===== src/rtl/lc_ddr_pkg.sv =====
package lc_ddr_pkg;

  typedef enum logic {
    CHROMA_CB = 1'b0,
    CHROMA_CR = 1'b1
  } chroma_e;

  // interleaving is permitted only on a 3G link
  function automatic logic ddr_allowed(input logic req, input logic rate3g);
    return req & rate3g;
  endfunction

  // Cb/Cr phase step, advances only when a fresh interleaved beat is taken
  function automatic chroma_e next_phase(input chroma_e cur, input logic adv);
    if (!adv) return cur;
    return (cur == CHROMA_CB) ? CHROMA_CR : CHROMA_CB;
  endfunction

endpackage


===== src/rtl/lc_ilv_sequencer.sv =====
module lc_ilv_sequencer
  import lc_ddr_pkg::*;
(
  input  logic    clk,
  input  logic    rst,
  input  logic    in_valid,
  input  logic    ddr_req,
  input  logic    rate_3g,
  output logic    beat_edge,
  output logic    take_beat,
  output logic    mode_next,
  output logic    mode_change,
  output logic    ddr_on,
  output chroma_e tag_now
);

  logic    slot_q;
  logic    mode_q;
  chroma_e phase_q;

  assign beat_edge   = ~slot_q;
  assign mode_next   = ddr_allowed(ddr_req, rate_3g);
  assign mode_change = beat_edge & (mode_next != mode_q);
  assign take_beat   = beat_edge & in_valid;
  assign tag_now     = mode_change ? CHROMA_CB : phase_q;
  assign ddr_on      = mode_q;

  always_ff @(posedge clk) begin
    if (rst) begin
      slot_q  <= 1'b0;
      mode_q  <= 1'b0;
      phase_q <= CHROMA_CB;
    end else begin
      slot_q <= ~slot_q;
      if (beat_edge) begin
        mode_q  <= mode_next;
        phase_q <= next_phase(tag_now, take_beat & mode_next);
      end
    end
  end

endmodule


===== src/rtl/lc_ilv_tx_path.sv =====
module lc_ilv_tx_path
  import lc_ddr_pkg::*;
#(
  parameter int SW = 10,
  localparam int WW = 2 * SW
) (
  input  logic          clk,
  input  logic          rst,
  input  logic          beat_edge,
  input  logic          take_beat,
  input  logic          mode_next,
  input  logic          ddr_on,
  input  chroma_e       tag_now,
  input  logic [SW-1:0] in_luma,
  input  logic [SW-1:0] in_chroma,
  output logic [SW-1:0] out_word,
  output logic [WW-1:0] out_wide,
  output logic          out_is_chroma,
  output logic          out_fresh,
  output chroma_e       out_tag
);

  logic [SW-1:0] hold_y;
  logic [SW-1:0] hold_c;

  always_ff @(posedge clk) begin
    if (rst) begin
      out_word      <= '0;
      out_wide      <= '0;
      hold_y        <= '0;
      hold_c        <= '0;
      out_is_chroma <= 1'b1;
      out_fresh     <= 1'b0;
      out_tag       <= CHROMA_CB;
    end else if (beat_edge) begin
      out_is_chroma <= 1'b0;
      if (take_beat) begin
        hold_y <= in_luma;
        hold_c <= in_chroma;
      end
      if (mode_next) begin
        out_word  <= take_beat ? in_luma : hold_y;
        out_wide  <= '0;
        out_fresh <= take_beat;
        if (take_beat) out_tag <= tag_now;
      end else begin
        out_word  <= '0;
        out_fresh <= 1'b0;
        if (take_beat) out_wide <= {in_luma, in_chroma};
      end
    end else begin
      out_is_chroma <= 1'b1;
      out_word      <= ddr_on ? hold_c : '0;
    end
  end

endmodule


===== src/rtl/lc_ilv_fwd_clk.sv =====
module lc_ilv_fwd_clk (
  input  logic clk,
  input  logic rst,
  input  logic out_is_chroma,
  output logic fwd_clk
);

  // opposite phase to the data register: edges sit mid-word
  always_ff @(negedge clk) begin
    if (rst) fwd_clk <= 1'b0;
    else     fwd_clk <= ~out_is_chroma;
  end

endmodule


===== src/rtl/lc_ilv_rx_rebuild.sv =====
module lc_ilv_rx_rebuild
  import lc_ddr_pkg::*;
#(
  parameter int SW = 10
) (
  input  logic          clk,
  input  logic          rst,
  input  logic          fwd_clk,
  input  logic          ddr_on,
  input  logic          fresh,
  input  logic [SW-1:0] word_in,
  output logic          rx_valid,
  output logic [SW-1:0] rx_luma,
  output logic [SW-1:0] rx_chroma,
  output chroma_e       rx_tag
);

  logic          fwd_q;
  logic [SW-1:0] y_hold;
  chroma_e       tag_q;
  logic          rise_seen;
  logic          fall_seen;

  assign rise_seen = fwd_clk & ~fwd_q;
  assign fall_seen = ~fwd_clk & fwd_q;

  always_ff @(posedge clk) begin
    if (rst) begin
      fwd_q     <= 1'b0;
      y_hold    <= '0;
      tag_q     <= CHROMA_CB;
      rx_valid  <= 1'b0;
      rx_luma   <= '0;
      rx_chroma <= '0;
      rx_tag    <= CHROMA_CB;
    end else begin
      fwd_q    <= fwd_clk;
      rx_valid <= 1'b0;
      if (rise_seen) y_hold <= word_in;
      if (fall_seen && ddr_on) begin
        rx_luma   <= y_hold;
        rx_chroma <= word_in;
        rx_valid  <= fresh;
        if (fresh) begin
          rx_tag <= tag_q;
          tag_q  <= next_phase(tag_q, 1'b1);
        end
      end
      if (!ddr_on) tag_q <= CHROMA_CB;
    end
  end

endmodule


===== src/rtl/lc_ddr_interleaver.sv =====
module lc_ddr_interleaver
  import lc_ddr_pkg::*;
#(
  parameter int SW = 10,
  localparam int WW = 2 * SW
) (
  input  logic          clk,
  input  logic          rst,
  input  logic          ddr_req,
  input  logic          rate_3g,
  input  logic          in_valid,
  input  logic [SW-1:0] in_luma,
  input  logic [SW-1:0] in_chroma,
  output logic          beat_take,
  output logic          ddr_on,
  output logic          fwd_clk,
  output logic [SW-1:0] out_word,
  output logic [WW-1:0] out_wide,
  output logic          rx_valid,
  output logic [SW-1:0] rx_luma,
  output logic [SW-1:0] rx_chroma,
  output logic          rx_cr
);

  logic    beat_edge;
  logic    take_beat;
  logic    mode_next;
  logic    mode_change;
  chroma_e tag_now;
  chroma_e chroma_tag;
  logic    out_is_chroma;
  logic    out_fresh;
  chroma_e rx_tag;

  lc_ilv_sequencer seq_i (
    .clk         (clk),
    .rst         (rst),
    .in_valid    (in_valid),
    .ddr_req     (ddr_req),
    .rate_3g     (rate_3g),
    .beat_edge   (beat_edge),
    .take_beat   (take_beat),
    .mode_next   (mode_next),
    .mode_change (mode_change),
    .ddr_on      (ddr_on),
    .tag_now     (tag_now)
  );

  lc_ilv_tx_path #(.SW(SW)) tx_i (
    .clk           (clk),
    .rst           (rst),
    .beat_edge     (beat_edge),
    .take_beat     (take_beat),
    .mode_next     (mode_next),
    .ddr_on        (ddr_on),
    .tag_now       (tag_now),
    .in_luma       (in_luma),
    .in_chroma     (in_chroma),
    .out_word      (out_word),
    .out_wide      (out_wide),
    .out_is_chroma (out_is_chroma),
    .out_fresh     (out_fresh),
    .out_tag       (chroma_tag)
  );

  lc_ilv_fwd_clk fwd_i (
    .clk           (clk),
    .rst           (rst),
    .out_is_chroma (out_is_chroma),
    .fwd_clk       (fwd_clk)
  );

  lc_ilv_rx_rebuild #(.SW(SW)) rx_i (
    .clk       (clk),
    .rst       (rst),
    .fwd_clk   (fwd_clk),
    .ddr_on    (ddr_on),
    .fresh     (out_fresh),
    .word_in   (out_word),
    .rx_valid  (rx_valid),
    .rx_luma   (rx_luma),
    .rx_chroma (rx_chroma),
    .rx_tag    (rx_tag)
  );

  assign beat_take = beat_edge;
  assign rx_cr     = rx_tag;

endmodule


===== config.mk =====
export PLATFORM = sky130hd
export DESIGN_NAME = lc_ddr_interleaver
export DESIGN_NICKNAME = d
export VERILOG_FILES = /design/src/rtl/lc_ddr_pkg.sv /design/src/rtl/lc_ilv_sequencer.sv /design/src/rtl/lc_ilv_tx_path.sv /design/src/rtl/lc_ilv_fwd_clk.sv /design/src/rtl/lc_ilv_rx_rebuild.sv /design/src/rtl/lc_ddr_interleaver.sv
export SDC_FILE = /design/constraint.sdc
export NUM_CORES = 1
export LEC_CHECK = 0
export ABC_AREA = 1
export BUFFER_PORTS_ARGS = -buffer_cell sky130_fd_sc_hd__buf_2
export CORE_MARGIN = 8
export CORE_UTILIZATION = 30
export DETAILED_ROUTE_END_ITERATION = 7
export PLACE_DENSITY = 0.52
export SKIP_CTS_REPAIR_TIMING = 1
export SYNTH_ARGS = -nofsm -noshare
export SYNTH_HDL_FRONTEND = slang
export SYNTH_SLANG_ARGS = --single-unit

===== constraint.sdc =====
create_clock -name clk -period 1.2 [get_ports clk]
set_clock_uncertainty 0.05 [all_clocks]
set_input_delay 0 -clock clk [delete_from_list [all_inputs] [get_ports clk]]
set_output_delay 0 -clock clk [all_outputs]
set_load 0.02 [all_outputs]

==> impl_metrics.py, run 1 <==
metrics = {
    "outcome": {
        "outcome": "finished with violations",
        "violations": "negative setup slack",
    },
    "synthesis": {
        "ys_ff_latch": 89,
        "synthMuxAreaShare_pct": 0,
        "synthCells": 401,
        "ys_seq_area_share_pct": 56.6,
        "syn_area_per_cell_sq_um": 7.86,
        "syn_area_sq_um": 3150,
        "synthSimpleGateAreaFrac_pct": 28.7,
        "synth_xor_area_share_pct": 0,
        "synth_nets": 426,
        "synth_compound_area_share_pct": 10.2,
        "yosys_warnings": 0,
        "synth_top_family_by_area": "simple AND/OR/NAND/NOR gates",
        "synth_fa_ha_area_share_pct": 0,
        "ys_types": 17,
    },
    "global_route": {
        "gr-total-overflow": 0,
        "antenna_found_initial": 0,
        "grt_pass1_vias": 2846,
        "grt_use_total_pct": 12.0,
        "grt_pass1_wl_mm": 13.9,
        "grt_max_degree": 32,
    },
    "detailed_routing": {
        "dr_wl_met2_mm": 3.93,
        "met3_length_um": 527,
        "avgRoutedWirePerCell_um": 13.2,
        "dr_total_vias": 2984,
        "totalWireLength_mm": 8.66,
        "top_layer": "met4",
        "first_pass_iters": 5,
        "drt_iter0_drc": 251,
        "vias_per_cell": 4.54,
        "drtAntennaViolNets": 0,
        "drt_drc_violations_left": 0,
        "wl_met1_mm": 4.14,
    },
    "floorplanning": {
        "placementRows": 37,
        "die_y_um": 118,
        "initial_core_util_pct": 30.7,
        "die_x_um": 118,
        "core-area_sq_um": 10300,
        "dieArea_sq_um": 14000,
        "io_pins": 80,
    },
    "setup_path": {
        "crit_type": "reg2out",
        "startpoint_type": "flip-flop",
        "cp.arrival_ns": 1.60,
        "path_cells": "buf_4 -> buf_6",
        "crit_path_max_incr_delay_ns": 0.35,
        "critical_path.slowest_cell": "dfxtp_4",
        "end_kind": "output port",
        "crit_required_ns": 1.15,
        "critPathMaxFanout": 3,
    },
    "timing": {
        "layout_setup_ws_ns": -0.446,
        "tightest_slew_ns": 0.341,
        "setup_viol": 35,
        "hold_viol": 0,
        "grt_setup_unrepaired": "yes",
        "fin_tns_setup_ns": -13.35,
        "relSlewSlack_pct": 77.3,
        "maxSlewViolCount": 0,
    },
    "clock_network": {
        "numCtsBuffers": 9,
        "clockBufferDepth": 2,
        "cts-htree-levels": 3,
        "cts.sinks": 89,
        "path_clk_slew_ns": 0.10,
        "cts_root_buf": "clkbuf_8",
        "cts_tree": "yes",
        "clock_latency_ns": 0.39,
    },
    "placed_design": {
        "place_inst": 614,
        "pre_cts_slack_ns": -0.409,
        "postPlaceCellArea_sq_um": 3820,
        "placement.io_buffers": 79,
        "place.gp.congestion": 0.736,
        "post-dp-hpwl_mm": 6.01,
    },
    "layout": {
        "drive_gt1_share_pct": 29.0,
        "fillers": 1077,
        "diodes": 0,
        "final_nets": 541,
        "area_growth_syn_to_layout_pct": 39.3,
        "final_area_sq_um": 4390,
        "fin_cells": 657,
    },
    "pwr": {
        "cellLeakagePower_nw": 2.09,
        "p_per_area_nw_per_um2": 1320,
        "peakVddDrop_mv": 0.576,
    },
    "min_path": {
        "hold_path.class": "in2reg",
    },
    "job": {
        "cap_violations": 0,
    },
}
-- cell usage in the layout, fill, tap and decap left out, drive strengths merged --
| cell type | n |
|---|---|
| dlygate4sd3 | 23 |
| clkinv | 4 |
| nand4 | 1 |
| dfxtp | 89 |
| inv | 12 |
| nand2 | 78 |
| nor2 | 70 |
| buf | 106 |
| clkbuf | 9 |
| a21oi | 34 |
| nand3 | 64 |
| o21ai | 30 |
| clkinvlp | 1 |
-- metal layers --
metal  global-route usage, %  up-vias
met3                    4.62        5
li1                        -     1543
met1                    15.3     1358
met2                    18.4       78
met4                    3.72        0
met5                       0        -
-- cell usage after synthesis --
cell type	instances	share of area (%)
dfxtp_1	89	57
nand2_1	78	9.3
nor2_1	65	7.7
nand3_1	64	10
a21oi_1	34	5.4
o21ai_0	24	3.8
clkbuf_1	10	1.2
buf_1	7	0.83
buf_2	7	1.1
o21ai_1	6	0.95
inv_1	5	0.60
clkinv_1	3	0.36
nor2_2	3	0.60
inv_2	2	0.24
nor2_4	2	0.71
buf_4	1	0.24
nand4_1	1	0.20
-- layout make-up --
| cell class | count | area (sq um) | share of cell area, % |
|---|---|---|---|
| flip-flops and latches | 89 | 1790 | 40.8 |
| well taps | 136 | 170 | 3.88 |
| clock buffers | 9 | 124 | 2.82 |
| repair buffers | 129 | 888 | 20.2 |
| inverters | 9 | 41.3 | 0.941 |
| multi-input cells | 277 | 1310 | 29.7 |
| clock inverters | 8 | 71.3 | 1.62 |
-- stage by stage --
step                total power (W)  hold slack, ns  util, %
finish                      0.00581          0.0396     42.7
global route                0.00610          0.0355     42.7
CTS                         0.00578          -0.187     39.1
detailed placement          0.00376           0.203     37.2
global placement            0.00375           0.196     37.2
floorplan                   0.00352          0.0889        -
-- kinds of logic (layout without fill, tap and decap cells) --
group | after synthesis | count (layout)
and+or+nand+nor | 213 | 213
DFF | 89 | 89
AOI/OAI and AO/OA | 64 | 64
buffers and inverters | 35 | 155
-- flip-flops by register name, indices dropped and copies added (netlist names) --
name                cells
rx_i.rx_luma           10
tx_i.out_fresh          1
tx_i.hold_y            10
tx_i.hold_c            10
tx_i.out_word          10
seq_i.ddr_on            1
tx_i.out_wide          20
rx_i.rx_chroma         10
rx_i.fwd_q              1
rx_i.rx_tag             1
rx_i.y_hold            10
tx_i.out_is_chroma      1
rx_i.rx_valid           1
rx_i.tag_q              1
seq_i.slot_q            1
fwd_i.fwd_clk           1
-- where the power goes --
| part | internal [W] | switching [W] |
|---|---|---|
| Clock | 0.000815 | 0.00120 |
| Combinational | 0.000287 | 0.000378 |
| Sequential | 0.00306 | 0.0000674 |
-- path summary, 6_finish.rpt --
kind,start,to,slack (ns),cells after the start
min reg2reg,tx_i.out_wide[1]$_SDFFE_PP0P_,tx_i.out_wide[1]$_SDFFE_PP0P_,0.42,2
max reg2reg,fwd_i.fwd_clk$_SDFF_NP0_,rx_i.y_hold[6]$_SDFFE_PP0P_,-0.43,5
max,fwd_i.fwd_clk$_SDFF_NP0_,fwd_clk,-0.45,2
min,in_valid,tx_i.out_wide[7]$_SDFFE_PP0P_,0.04,5
-- critical path: cells and delay by family (launching register included) --
family / cells / cell delay, ns
buf+inv: 2 / 0.25
flops: 1 / 0.35
(Power assumes the default switching activity.)
==> run 2, diff against run 1 <==
Settings changed: ABC_CLOCK_PERIOD_IN_PS set to 1200, CAP_MARGIN set to 20, PLACE_DENSITY 0.52 to not set.
==> run 2 against run 1 <==
  * The flow still finishes with violations (negative setup slack)
  * Die area unchanged
  * Register-to-register slack is essentially flat
  * Largest power group unchanged
  * Final cell count increased by 0.30%
  * Critical path type unchanged
  * Worst setup slack gained 0.0037 ns
  * Wire length up 3.7%
  * Flip-flop and latch count stayed put
  * Critical path depth is the same
  * First-iteration DRC count rose by 12%
  * Clock power about the same
==> impl_metrics.py, run 2 (synthesis gave the netlist of run 1 again) <==
metrics = {
    "floorplanning": {
        "placementRows": 37,
        "io_pins": 80,
        "die_y_um": 118,
        "core-area_sq_um": 10300,
        "die_x_um": 118,
        "initial_core_util_pct": 30.7,
        "dieArea_sq_um": 14000,
    },
    "placed_design": {
        "place.gp.congestion": 0.774,
        "post-dp-hpwl_mm": 6.05,
        "postPlaceCellArea_sq_um": 3810,
        "placement.io_buffers": 79,
        "pre_cts_slack_ns": -0.428,
    },
    "global_route": {
        "grt_max_degree": 33,
        "antenna_found_initial": 1,
        "gr-total-overflow": 0,
        "grt_use_total_pct": 12.1,
        "grt_pass1_wl_mm": 14.2,
        "grt_pass1_vias": 2889,
    },
    "layout": {
        "layout_common_cells": "dfxtp_1, buf_2, nand2_1, nor2_1, nand3_1",
        "final_common_cell": "dfxtp_1",
        "regMostFlops": "tx_i.out_wide",
        "final_area_sq_um": 4390,
        "largest_register_ffs": 20,
        "fillers": 1040,
        "drive_gt1_share_pct": 28.4,
        "layout.area.seq_sq_um": 1790,
        "area_growth_syn_to_layout_pct": 39.2,
        "final_nets": 541,
        "multiInputGateArea_sq_um": 1290,
    },
    "setup_path": {
        "cpLargestDelayFamily": "flip-flops",
        "reg2reg_from": "fwd_i.fwd_clk$_SDFF_NP0_",
        "critPathMaxFanout": 3,
        "cp_num_buf_inv": 2,
        "cp.arrival_ns": 1.59,
        "startpoint_type": "flip-flop",
        "crit_start": "fwd_i.fwd_clk$_SDFF_NP0_",
        "critical_path.slowest_cell": "dfxtp_4",
        "crit_required_ns": 1.15,
        "end_kind": "output port",
        "crit_type": "reg2out",
        "crit_path_max_incr_delay_ns": 0.35,
        "path_cells": "buf_4 -> buf_6",
    },
    "clock_network": {
        "cts_root_buf": "clkbuf_8",
        "cts.sinks": 89,
        "cts_tree": "yes",
        "clock_latency_ns": 0.38,
        "clockBufferDepth": 2,
        "numCtsBuffers": 9,
        "cts-htree-levels": 3,
        "path_clk_slew_ns": 0.10,
    },
    "timing": {
        "hold_viol": 0,
        "layout_setup_ws_ns": -0.442,
        "grt_setup_unrepaired": "yes",
        "setup_viol": 35,
        "relSlewSlack_pct": 78.0,
        "tightest_slew_ns": 0.330,
        "maxSlewViolCount": 0,
    },
    "min_path": {
        "hold_path.class": "in2reg",
        "min-delay-start": "in_valid",
    },
    "detailed_routing": {
        "avgRoutedWirePerCell_um": 13.6,
        "drt_drc_violations_left": 0,
        "totalWireLength_mm": 8.98,
        "dr_total_vias": 3032,
        "drt_iter0_drc": 282,
        "vias_per_cell": 4.60,
        "first_pass_iters": 5,
        "drtAntennaViolNets": 0,
    },
    "pwr": {
        "cellLeakagePower_nw": 2.08,
        "p_seq_share_pct": 53.9,
        "swShare_pct": 28.3,
        "power.internal_w": 0.00416,
        "netSwitchingPower_w": 0.00164,
        "peakVddDrop_mv": 0.711,
        "p_clk_share_pct": 34.5,
        "combPwrFrac_pct": 11.6,
        "p_per_area_nw_per_um2": 1320,
    },
    "outcome": {
        "outcome": "finished with violations",
        "violations": "negative setup slack",
    },
    "job": {
        "cap_violations": 0,
    },
}
## run 2: cell types whose count changed in the layout (fill, tap and decap cells not counted), sizes merged
cell and change:
buf -3, clkbuf +1, diode +2, nor2 +1
inv +2, clkinvlp +2, clkinv -3
## run 2: per-layer routing
metal,track usage [%],part of all wire [%]
met3,3.43,6.3
met4,5.30,2.5
met5,0,0
met2,18.5,45
met1,15.7,46
## run 2: final cells by class
| cell class | count | share of cell area (%) |
|---|---|---|
| clock inverter | 8 | 1.57 |
| antenna | 2 | 0.114 |
| multi-input combinational | 278 | 29.5 |
| timing repair buffer | 127 | 20.2 |
| timing repair inverter | 1 | 0.171 |
| sequential | 89 | 40.8 |
| clock buffer | 9 | 2.82 |
| tap | 136 | 3.88 |
| inverter | 9 | 0.970 |
## run 2: path summary, 6_finish.rpt
path	end	slack [ns]	depth (start not counted)
min reg2reg	tx_i.hold_c[9]$_SDFFE_PP0P_	0.42	2
max	fwd_clk	-0.44	2
max reg2reg	rx_i.y_hold[7]$_SDFFE_PP0P_	-0.42	5
min	tx_i.out_wide[3]$_SDFFE_PP0P_	0.09	5
## run 2: per-stage QoR
step / util [%] / instances / total power, W / hold WS [ns] / TNS, ns
final: 42.7 / 659 / 0.00580 / 0.0940 / -13.31
after global routing: 42.7 / 659 / 0.00612 / 0.0917 / -15.76
after CTS: 38.9 / 627 / 0.00574 / -0.173 / -14.41
after detailed placement: 37.1 / 611 / 0.00376 / 0.204 / -13.01
after global placement: 37.1 / 611 / 0.00375 / 0.198 / -12.22
after floorplan: - / 401 / 0.00352 / 0.0889 / -11.52
## run 2: power groups by stage
stage                     logic (W)  registers [W]  clock network (W)
final                      0.000671        0.00313            0.00200
after global placement     0.000547        0.00319          0.0000103
after detailed placement   0.000556        0.00319          0.0000103
after global routing       0.000741        0.00314            0.00224
after floorplan            0.000274        0.00324          0.0000103
after CTS                  0.000557        0.00312            0.00206
## run 2: tightest hold or removal path, stage by stage
cell	delay, ns
buf_2	0.13
inv_2	0.15
nor2_4	0.07
nand3_1	0.07
nand2_1	0.05
